File: config.mk
export PLATFORM = sky130hd
export DESIGN_NAME = hybrid_resp_gen
export DESIGN_NICKNAME = d
export VERILOG_FILES = /design/src/rtl/hrg_pkg.sv /design/src/rtl/hrg_sync.sv /design/src/rtl/hrg_arb_stage.sv /design/src/rtl/hrg_ro_meter.sv /design/src/rtl/hrg_ctrl.sv /design/src/rtl/hybrid_resp_gen.sv
export SDC_FILE = /design/constraint.sdc
export NUM_CORES = 1
export LEC_CHECK = 0
export ABC_AREA = 1
export BUFFER_PORTS_ARGS = -buffer_cell sky130_fd_sc_hd__buf_2
export CORE_UTILIZATION = 50
export CTS_CLUSTER_SIZE = 16
export DETAILED_ROUTE_END_ITERATION = 10
export HOLD_SLACK_MARGIN = 0.05
export PLACE_DENSITY = 0.72
export SLEW_MARGIN = 20
export SYNTH_ARGS = -nofsm -noshare
export SYNTH_HDL_FRONTEND = slang
export SYNTH_SLANG_ARGS = --single-unit
export TNS_END_PERCENT = 1
File: constraint.sdc
create_clock -name clk_i -period 5.55 [get_ports clk_i]
set_clock_uncertainty 0.2 [all_clocks]
set_input_delay 0.2775 -clock clk_i [delete_from_list [all_inputs] [get_ports clk_i]]
set_output_delay 0.2775 -clock clk_i [all_outputs]
set_load 0.03 [all_outputs]
File: src/rtl/hrg_pkg.sv
package hrg_pkg;
  typedef enum logic [2:0] {
    ST_IDLE,
    ST_RACE,
    ST_MEAS,
    ST_CMP,
    ST_DONE
  } hrg_state_e;
endpackage

File: src/rtl/hrg_sync.sv
module hrg_sync #(
  parameter int W = 1
) (
  input  logic         clk_i,
  input  logic         rst_ni,
  input  logic [W-1:0] d_i,
  output logic [W-1:0] q_o
);
  logic [W-1:0] s1_q, s2_q;

  always_ff @(posedge clk_i or negedge rst_ni) begin
    if (!rst_ni) begin
      s1_q <= '0;
      s2_q <= '0;
    end else begin
      s1_q <= d_i;
      s2_q <= s1_q;
    end
  end

  assign q_o = s2_q;
endmodule

File: src/rtl/hrg_arb_stage.sv
module hrg_arb_stage #(
  parameter int PATHS = 4,
  parameter int SEL_W = 2
) (
  input  logic             clk_i,
  input  logic             rst_ni,
  input  logic [SEL_W-1:0] sel_i,
  input  logic [PATHS-1:0] path_a_i,
  input  logic [PATHS-1:0] path_b_i,
  input  logic             clr_i,
  input  logic             en_i,
  output logic             both_o,
  output logic             bit_o
);
  logic a_raw, b_raw, a_s, b_s;
  logic got_a, got_b, first_a;

  // select before sync: sel is static for the whole race
  assign a_raw = path_a_i[sel_i];
  assign b_raw = path_b_i[sel_i];

  hrg_sync #(.W(2)) u_sync (
    .clk_i (clk_i),
    .rst_ni(rst_ni),
    .d_i   ({b_raw, a_raw}),
    .q_o   ({b_s, a_s})
  );

  always_ff @(posedge clk_i or negedge rst_ni) begin
    if (!rst_ni) begin
      got_a   <= 1'b0;
      got_b   <= 1'b0;
      first_a <= 1'b0;
    end else if (clr_i) begin
      got_a   <= 1'b0;
      got_b   <= 1'b0;
      first_a <= 1'b0;
    end else if (en_i) begin
      if (a_s) got_a <= 1'b1;
      if (b_s) got_b <= 1'b1;
      // A wins only alone and before any B
      if (a_s && !b_s && !got_a && !got_b) first_a <= 1'b1;
    end
  end

  assign both_o = got_a & got_b;
  assign bit_o  = got_a & got_b & first_a;

  assert_order_stable_R4: assert property (@(posedge clk_i) disable iff (!rst_ni)
    (got_a && got_b && !clr_i) |=> $stable(bit_o));

  assert_tie_zero_R4: assert property (@(posedge clk_i) disable iff (!rst_ni)
    (en_i && !clr_i && !got_a && !got_b && a_s && b_s) |=> !bit_o);
endmodule

File: src/rtl/hrg_ro_meter.sv
module hrg_ro_meter #(
  parameter int CNT_W = 8
) (
  input  logic       clk_i,
  input  logic       rst_ni,
  input  logic [3:0] ro_i,
  input  logic       sel_i,
  input  logic       clr_i,
  input  logic       en_i,
  output logic       bit_o
);
  localparam logic [CNT_W-1:0] CMAX = '1;

  logic [3:0] ro_s, ro_d, rise;
  logic       inc_a, inc_b;
  logic [CNT_W-1:0] cnt_a, cnt_b;

  // all four lines synced so a pair switch never fakes an edge
  hrg_sync #(.W(4)) u_sync (
    .clk_i (clk_i),
    .rst_ni(rst_ni),
    .d_i   (ro_i),
    .q_o   (ro_s)
  );

  always_ff @(posedge clk_i or negedge rst_ni) begin
    if (!rst_ni) ro_d <= '0;
    else         ro_d <= ro_s;
  end

  assign rise  = ro_s & ~ro_d;
  assign inc_a = sel_i ? rise[2] : rise[0];
  assign inc_b = sel_i ? rise[3] : rise[1];

  always_ff @(posedge clk_i or negedge rst_ni) begin
    if (!rst_ni) begin
      cnt_a <= '0;
      cnt_b <= '0;
    end else if (clr_i) begin
      cnt_a <= '0;
      cnt_b <= '0;
    end else if (en_i) begin
      if (inc_a && cnt_a != CMAX) cnt_a <= cnt_a + 1'b1;
      if (inc_b && cnt_b != CMAX) cnt_b <= cnt_b + 1'b1;
    end
  end

  assign bit_o = cnt_a > cnt_b;

  assert_cnt_idle_R8: assert property (@(posedge clk_i) disable iff (!rst_ni)
    (!en_i && !clr_i) |=> ($stable(cnt_a) && $stable(cnt_b)));

  assert_cnt_sat_R7: assert property (@(posedge clk_i) disable iff (!rst_ni)
    (cnt_a == CMAX && !clr_i) |=> (cnt_a == CMAX));
endmodule

File: src/rtl/hrg_ctrl.sv
module hrg_ctrl
  import hrg_pkg::*;
#(
  parameter int WIN_W   = 8,
  parameter int RACE_TO = 64
) (
  input  logic             clk_i,
  input  logic             rst_ni,
  input  logic             start_i,
  input  logic [WIN_W-1:0] win_i,
  input  logic             all_both_i,
  output logic             launch_o,
  output logic             busy_o,
  output logic             done_o,
  output logic             arb_clr_o,
  output logic             arb_en_o,
  output logic             meas_clr_o,
  output logic             meas_en_o,
  output logic             cap_o
);
  localparam int TO_W = $clog2(RACE_TO);
  localparam logic [TO_W-1:0] TO_LAST = TO_W'(RACE_TO - 1);

  hrg_state_e       st_q;
  logic [TO_W-1:0]  rcnt_q;
  logic [WIN_W-1:0] win_q, wcnt_q, win_last;
  logic             launch_q, accept, race_end;

  assign accept   = (st_q == ST_IDLE) && start_i;
  assign race_end = (st_q == ST_RACE) && (all_both_i || rcnt_q == TO_LAST);
  assign win_last = (win_q == '0) ? '0 : win_q - 1'b1;

  always_ff @(posedge clk_i or negedge rst_ni) begin
    if (!rst_ni) begin
      st_q     <= ST_IDLE;
      rcnt_q   <= '0;
      wcnt_q   <= '0;
      win_q    <= '0;
      launch_q <= 1'b0;
    end else begin
      launch_q <= accept;
      unique case (st_q)
        ST_IDLE: if (start_i) begin
          st_q   <= ST_RACE;
          win_q  <= win_i;
          rcnt_q <= '0;
        end
        ST_RACE: begin
          rcnt_q <= rcnt_q + 1'b1;
          if (race_end) begin
            st_q   <= ST_MEAS;
            wcnt_q <= '0;
          end
        end
        ST_MEAS: begin
          wcnt_q <= wcnt_q + 1'b1;
          if (wcnt_q == win_last) st_q <= ST_CMP;
        end
        ST_CMP:  st_q <= ST_DONE;
        ST_DONE: st_q <= ST_IDLE;
        default: st_q <= ST_IDLE;
      endcase
    end
  end

  assign launch_o   = launch_q;
  assign busy_o     = st_q != ST_IDLE;
  assign done_o     = st_q == ST_DONE;
  assign arb_clr_o  = accept;
  assign arb_en_o   = st_q == ST_RACE;
  assign meas_clr_o = race_end;
  assign meas_en_o  = st_q == ST_MEAS;
  assign cap_o      = st_q == ST_CMP;

  assert_start_launch_R2: assert property (@(posedge clk_i) disable iff (!rst_ni)
    (!busy_o && start_i) |=> (launch_o && busy_o));

  assert_launch_pulse_R2: assert property (@(posedge clk_i) disable iff (!rst_ni)
    launch_o |=> !launch_o);

  assert_busy_ignore_R11: assert property (@(posedge clk_i) disable iff (!rst_ni)
    (busy_o && start_i) |=> !launch_o);

  assert_done_pulse_R10: assert property (@(posedge clk_i) disable iff (!rst_ni)
    done_o |=> (!done_o && !busy_o));

  assert_timeout_R5: assert property (@(posedge clk_i) disable iff (!rst_ni)
    (st_q == ST_RACE && rcnt_q == TO_LAST) |=> (st_q == ST_MEAS));
endmodule

File: src/rtl/hybrid_resp_gen.sv
module hybrid_resp_gen #(
  parameter int RESP_W  = 2,
  parameter int XOR_K   = 2,
  parameter int PATHS   = 4,
  parameter int WIN_W   = 8,
  parameter int RACE_TO = 64,
  localparam int N_STAGES = RESP_W * XOR_K,
  localparam int SEL_W    = $clog2(PATHS),
  localparam int CHAL_W   = N_STAGES * SEL_W,
  localparam int CNT_W    = WIN_W
) (
  input  logic                      clk_i,
  input  logic                      rst_ni,
  input  logic                      start_i,
  input  logic [CHAL_W-1:0]         chal_i,
  input  logic [WIN_W-1:0]          window_i,
  input  logic [N_STAGES*PATHS-1:0] path_a_i,
  input  logic [N_STAGES*PATHS-1:0] path_b_i,
  input  logic [N_STAGES*4-1:0]     ro_i,
  output logic                      launch_o,
  output logic                      busy_o,
  output logic                      done_o,
  output logic [RESP_W-1:0]         resp_o
);
  logic [CHAL_W-1:0]   chal_q;
  logic [N_STAGES-1:0] both, arb_bit, pair_bit;
  logic [RESP_W-1:0]   resp_d, resp_q;
  logic arb_clr, arb_en, meas_clr, meas_en, cap;

  hrg_ctrl #(.WIN_W(WIN_W), .RACE_TO(RACE_TO)) u_ctrl (
    .clk_i     (clk_i),
    .rst_ni    (rst_ni),
    .start_i   (start_i),
    .win_i     (window_i),
    .all_both_i(&both),
    .launch_o  (launch_o),
    .busy_o    (busy_o),
    .done_o    (done_o),
    .arb_clr_o (arb_clr),
    .arb_en_o  (arb_en),
    .meas_clr_o(meas_clr),
    .meas_en_o (meas_en),
    .cap_o     (cap)
  );

  always_ff @(posedge clk_i or negedge rst_ni) begin
    if (!rst_ni)      chal_q <= '0;
    else if (arb_clr) chal_q <= chal_i;
  end

  for (genvar s = 0; s < N_STAGES; s++) begin : g_stage
    hrg_arb_stage #(.PATHS(PATHS), .SEL_W(SEL_W)) u_arb (
      .clk_i   (clk_i),
      .rst_ni  (rst_ni),
      .sel_i   (chal_q[s*SEL_W +: SEL_W]),
      .path_a_i(path_a_i[s*PATHS +: PATHS]),
      .path_b_i(path_b_i[s*PATHS +: PATHS]),
      .clr_i   (arb_clr),
      .en_i    (arb_en),
      .both_o  (both[s]),
      .bit_o   (arb_bit[s])
    );

    hrg_ro_meter #(.CNT_W(CNT_W)) u_meter (
      .clk_i (clk_i),
      .rst_ni(rst_ni),
      .ro_i  (ro_i[s*4 +: 4]),
      .sel_i (arb_bit[s]),
      .clr_i (meas_clr),
      .en_i  (meas_en),
      .bit_o (pair_bit[s])
    );
  end

  for (genvar r = 0; r < RESP_W; r++) begin : g_fold
    assign resp_d[r] = ^pair_bit[r*XOR_K +: XOR_K];
  end

  always_ff @(posedge clk_i or negedge rst_ni) begin
    if (!rst_ni)  resp_q <= '0;
    else if (cap) resp_q <= resp_d;
  end

  assign resp_o = resp_q;

  assert_resp_hold_R10: assert property (@(posedge clk_i) disable iff (!rst_ni)
    !$stable(resp_o) |-> done_o);
endmodule

==> qor.yml <==
drt:
  antenna_left: 0
  wirelength_um: 17090
  first_pass_iters: 5
  viasPerCell: 5.151
  first_iter_violations: 324
  drc_errors: 0
  via_count: 6866
  post_drt_wl_per_cell_um: 12.82
logic_synthesis:
  syn-num-nets: 1082
  syn_avg_cell_area_um2: 8.728
  synthTopCellsByArea: "dfrtp_1 (52%), nand2_1 (7.8%), ha_1 (6.3%)"
  async_flop_share_pct: 100.0
  synth_top_cell_by_area: "dfrtp_1"
  synth_edf_count: 0
  netlist_top_cells_count: "dfrtp_1 (176), nand2_1 (176), inv_1 (127)"
  ys_ff_latch: 176
  mappedNetlistArea_mm2: 0.008483
  ys_warn_count: 0
  netlist_instances: 972
  synth_ff_type: "dfrtp_1"
  synth_top_area_share_pct: 51.92
  yosysSeqAreaShare_pct: 51.92
  ys_types: 35
floorplan:
  initial_core_util_pct: 51.15
  die_area_mm2: 0.01749
  fp.dieW_um: 132.3
  dieHeight_um: 132.3
  rows: 47
  io-pin-count: 72
  core_area_mm2: 0.01658
finish:
  num_antenna_cells: 0
  drive_gt1_share_pct: 12.22
  layout.nets: 1210
  nFillCells: 1420
  syn2layout_area_growth_pct: 19.60
grt:
  antenna_found_initial: 0
  grt_overflow: 0
  grt_usage_pct: 20.84
  grt_start_max_net_pins: 74
  grt_pass1_vias: 6434
  grt_pass1_wl_um: 29240
power:
  power.density_mw_per_mm2: 404.1
  ir_drop_mv: 0.2529
  p_leak_nw: 4.903
clocking:
  clockBufferDepth: 2
  postCtsHoldBufs: 50
  root_buffer: "clkbuf_16"
  postCtsSetupRepairBufs: 0
  numCtsBuffers: 17
  cts_resized: 0
  cts_tree: "built"
  path_clk_slew_ns: 0.07
  ctsHtreeMaxLevel: 4
  clk-insertion-delay-late_ns: 0.43
  clock-sinks: 176
placement:
  post-dp-hpwl_um: 11690
  place.gp.congestion: 0.8157
  port-buffer-count: 71
  dp_slack_ns: 2.964
critical_path:
  worst_setup_path_start_kind: "flop"
  crit_type: "flop to flop"
  arrival_ns: 2.73
  crit_slowest_cell: "buf_4"
  worstSetupEndpointType: "flop"
  cp_max_fo: 61
  path_cells: "ha_1 > nand4_1 > o22ai_2 > nand2_2 > buf_4 > nand2_1 > inv_1 > nor2_1 > o21ai_0 > a21oi_1"
  slowest_delay_ns: 0.54
  cp.required_ns: 5.66
sta:
  slew_viol_final: 0
  worst-slew-pin-transition_ns: 0.7778
  finalSetupViolCount: 0
  relSlewSlack_pct: 47.75
  hold_violations: 0
  period_share_pct: 47.23
  rsz0062_at_grt: "false"
  final.setup.worst_slack_ns: 2.929
  period_minus_slack_ns: 2.621
  max_freq_mhz: 381.5
  setup-tns-final_ns: 0
status:
  status: "finished clean"
min_path:
  hold_class: "flop to flop"
flow_run:
  maxCapViolCount: 0
[path summary, 6_finish.rpt]
path	startpoint	end	slack, ns	depth (start not counted)
setup reg to reg	u_ctrl.rcnt_q[0]$_DFFE_PN0P_	g_stage[0].u_meter.cnt_a[4]$_DFFE_PN0P_	2.93	10
max in group asynchronous	rst_ni	g_stage[2].u_arb.got_a$_DFFE_PN0P_	3.80	3
hold reg to reg	g_stage[1].u_meter.u_sync.s1_q[0]$_DFF_PN0_	g_stage[1].u_meter.u_sync.q_o[0]$_DFF_PN0_	0.15	0
min in group asynchronous	rst_ni	g_stage[0].u_meter.cnt_b[0]$_DFFE_PN0P_	0.22	2
setup / recovery	u_ctrl.rcnt_q[0]$_DFFE_PN0P_	g_stage[0].u_meter.cnt_a[4]$_DFFE_PN0P_	2.93	10
hold / removal	g_stage[1].u_meter.u_sync.s1_q[0]$_DFF_PN0_	g_stage[1].u_meter.u_sync.q_o[0]$_DFF_PN0_	0.15	0
[final cells by class]
class | instances | area [um^2] | share of cell area, %
repair buffers | 125 | 892.1 | 8.793
clock buffers | 17 | 425.4 | 4.193
flip-flops and latches | 176 | 4404 | 43.41
multi-input cells | 648 | 3486 | 34.36
well taps | 220 | 275.3 | 2.713
inverters | 132 | 495.5 | 4.883
clock inverters | 15 | 167.7 | 1.652
[worst max-delay path: cells and delay by family, from the launching register on]
kind	cells	cell delay [ns]
AOI/OAI and AO/OA	3	0.29
and+or+nand+nor	4	0.64
adders and majority gates	1	0.23
buffers and inverters	2	0.70
DFF	1	0.41
[cells by family after synthesis]
kind of cell | share of synthesized area, %
simple gates | 21.31
compound gates | 11.99
xor+xnor | 1.445
fa+ha+maj | 6.342
flops | 51.92
buf+inv | 6.991
[routing by layer]
metal / vias up / track usage [%] / routed length, um
li1: 3497 / - / -
met1: 3212 / 27.70 / 8200
met2: 139 / 34.51 / 8057
met3: 18 / 4.037 / 635
met4: 0 / 6.705 / 200
met5: - / 0 / 0
[metrics by stage]
| stage | area (um^2) | power (mW) | utilization, % | instances | hold WS [ns] |
|---|---|---|---|---|---|
| after floorplan | 8483 | 2.552 | - | 972 | -0.2181 |
| after global placement | 9052 | 2.807 | 54.59 | 1251 | 0.1309 |
| after detailed placement | 9052 | 2.853 | 54.59 | 1251 | 0.1347 |
| after CTS | 10150 | 4.129 | 61.18 | 1333 | 0.1506 |
| after global routing | 10150 | 4.388 | 61.18 | 1333 | 0.1582 |
| final | 10150 | 4.100 | 61.18 | 1333 | 0.1493 |
[cells in the final DEF, fill, tap and decap left out, types with 6 or more instances in the layout]
cell / count
a21oi_1: 64
buf_2: 70
clkbuf_16: 17
dfrtp_1: 176
dlygate4sd3_1: 50
ha_1: 43
inv_1: 127
inv_8: 6
nand2_1: 176
nand3_1: 75
nand4_1: 27
nor2_1: 69
nor3_1: 24
o21ai_0: 95
o22ai_1: 9
xor2_1: 14
[power breakdown]
group	switching (mW)	internal [mW]	leakage, nW
clock	0.544	0.642	0.285
combinational	0.702	0.466	2.38
sequential	0.201	1.54	2.24
total	1.45	2.65	4.90
[flip-flops by register name, summed over array words and instances, names as in the netlist, 3 cells and up]
signal                       flops
g_stage.u_arb.got_a              4
chal_q                           8
g_stage.u_meter.u_sync.s1_q     16
g_stage.u_arb.u_sync.q_o         8
g_stage.u_meter.u_sync.q_o      16
g_stage.u_meter.cnt_b           32
u_ctrl.win_q                     8
g_stage.u_meter.cnt_a           32
g_stage.u_arb.first_a            4
u_ctrl.wcnt_q                    8
g_stage.u_meter.ro_d            16
g_stage.u_arb.got_b              4
u_ctrl.st_q                      3
g_stage.u_arb.u_sync.s1_q        8
u_ctrl.rcnt_q                    6
(Power assumes the default switching activity.)
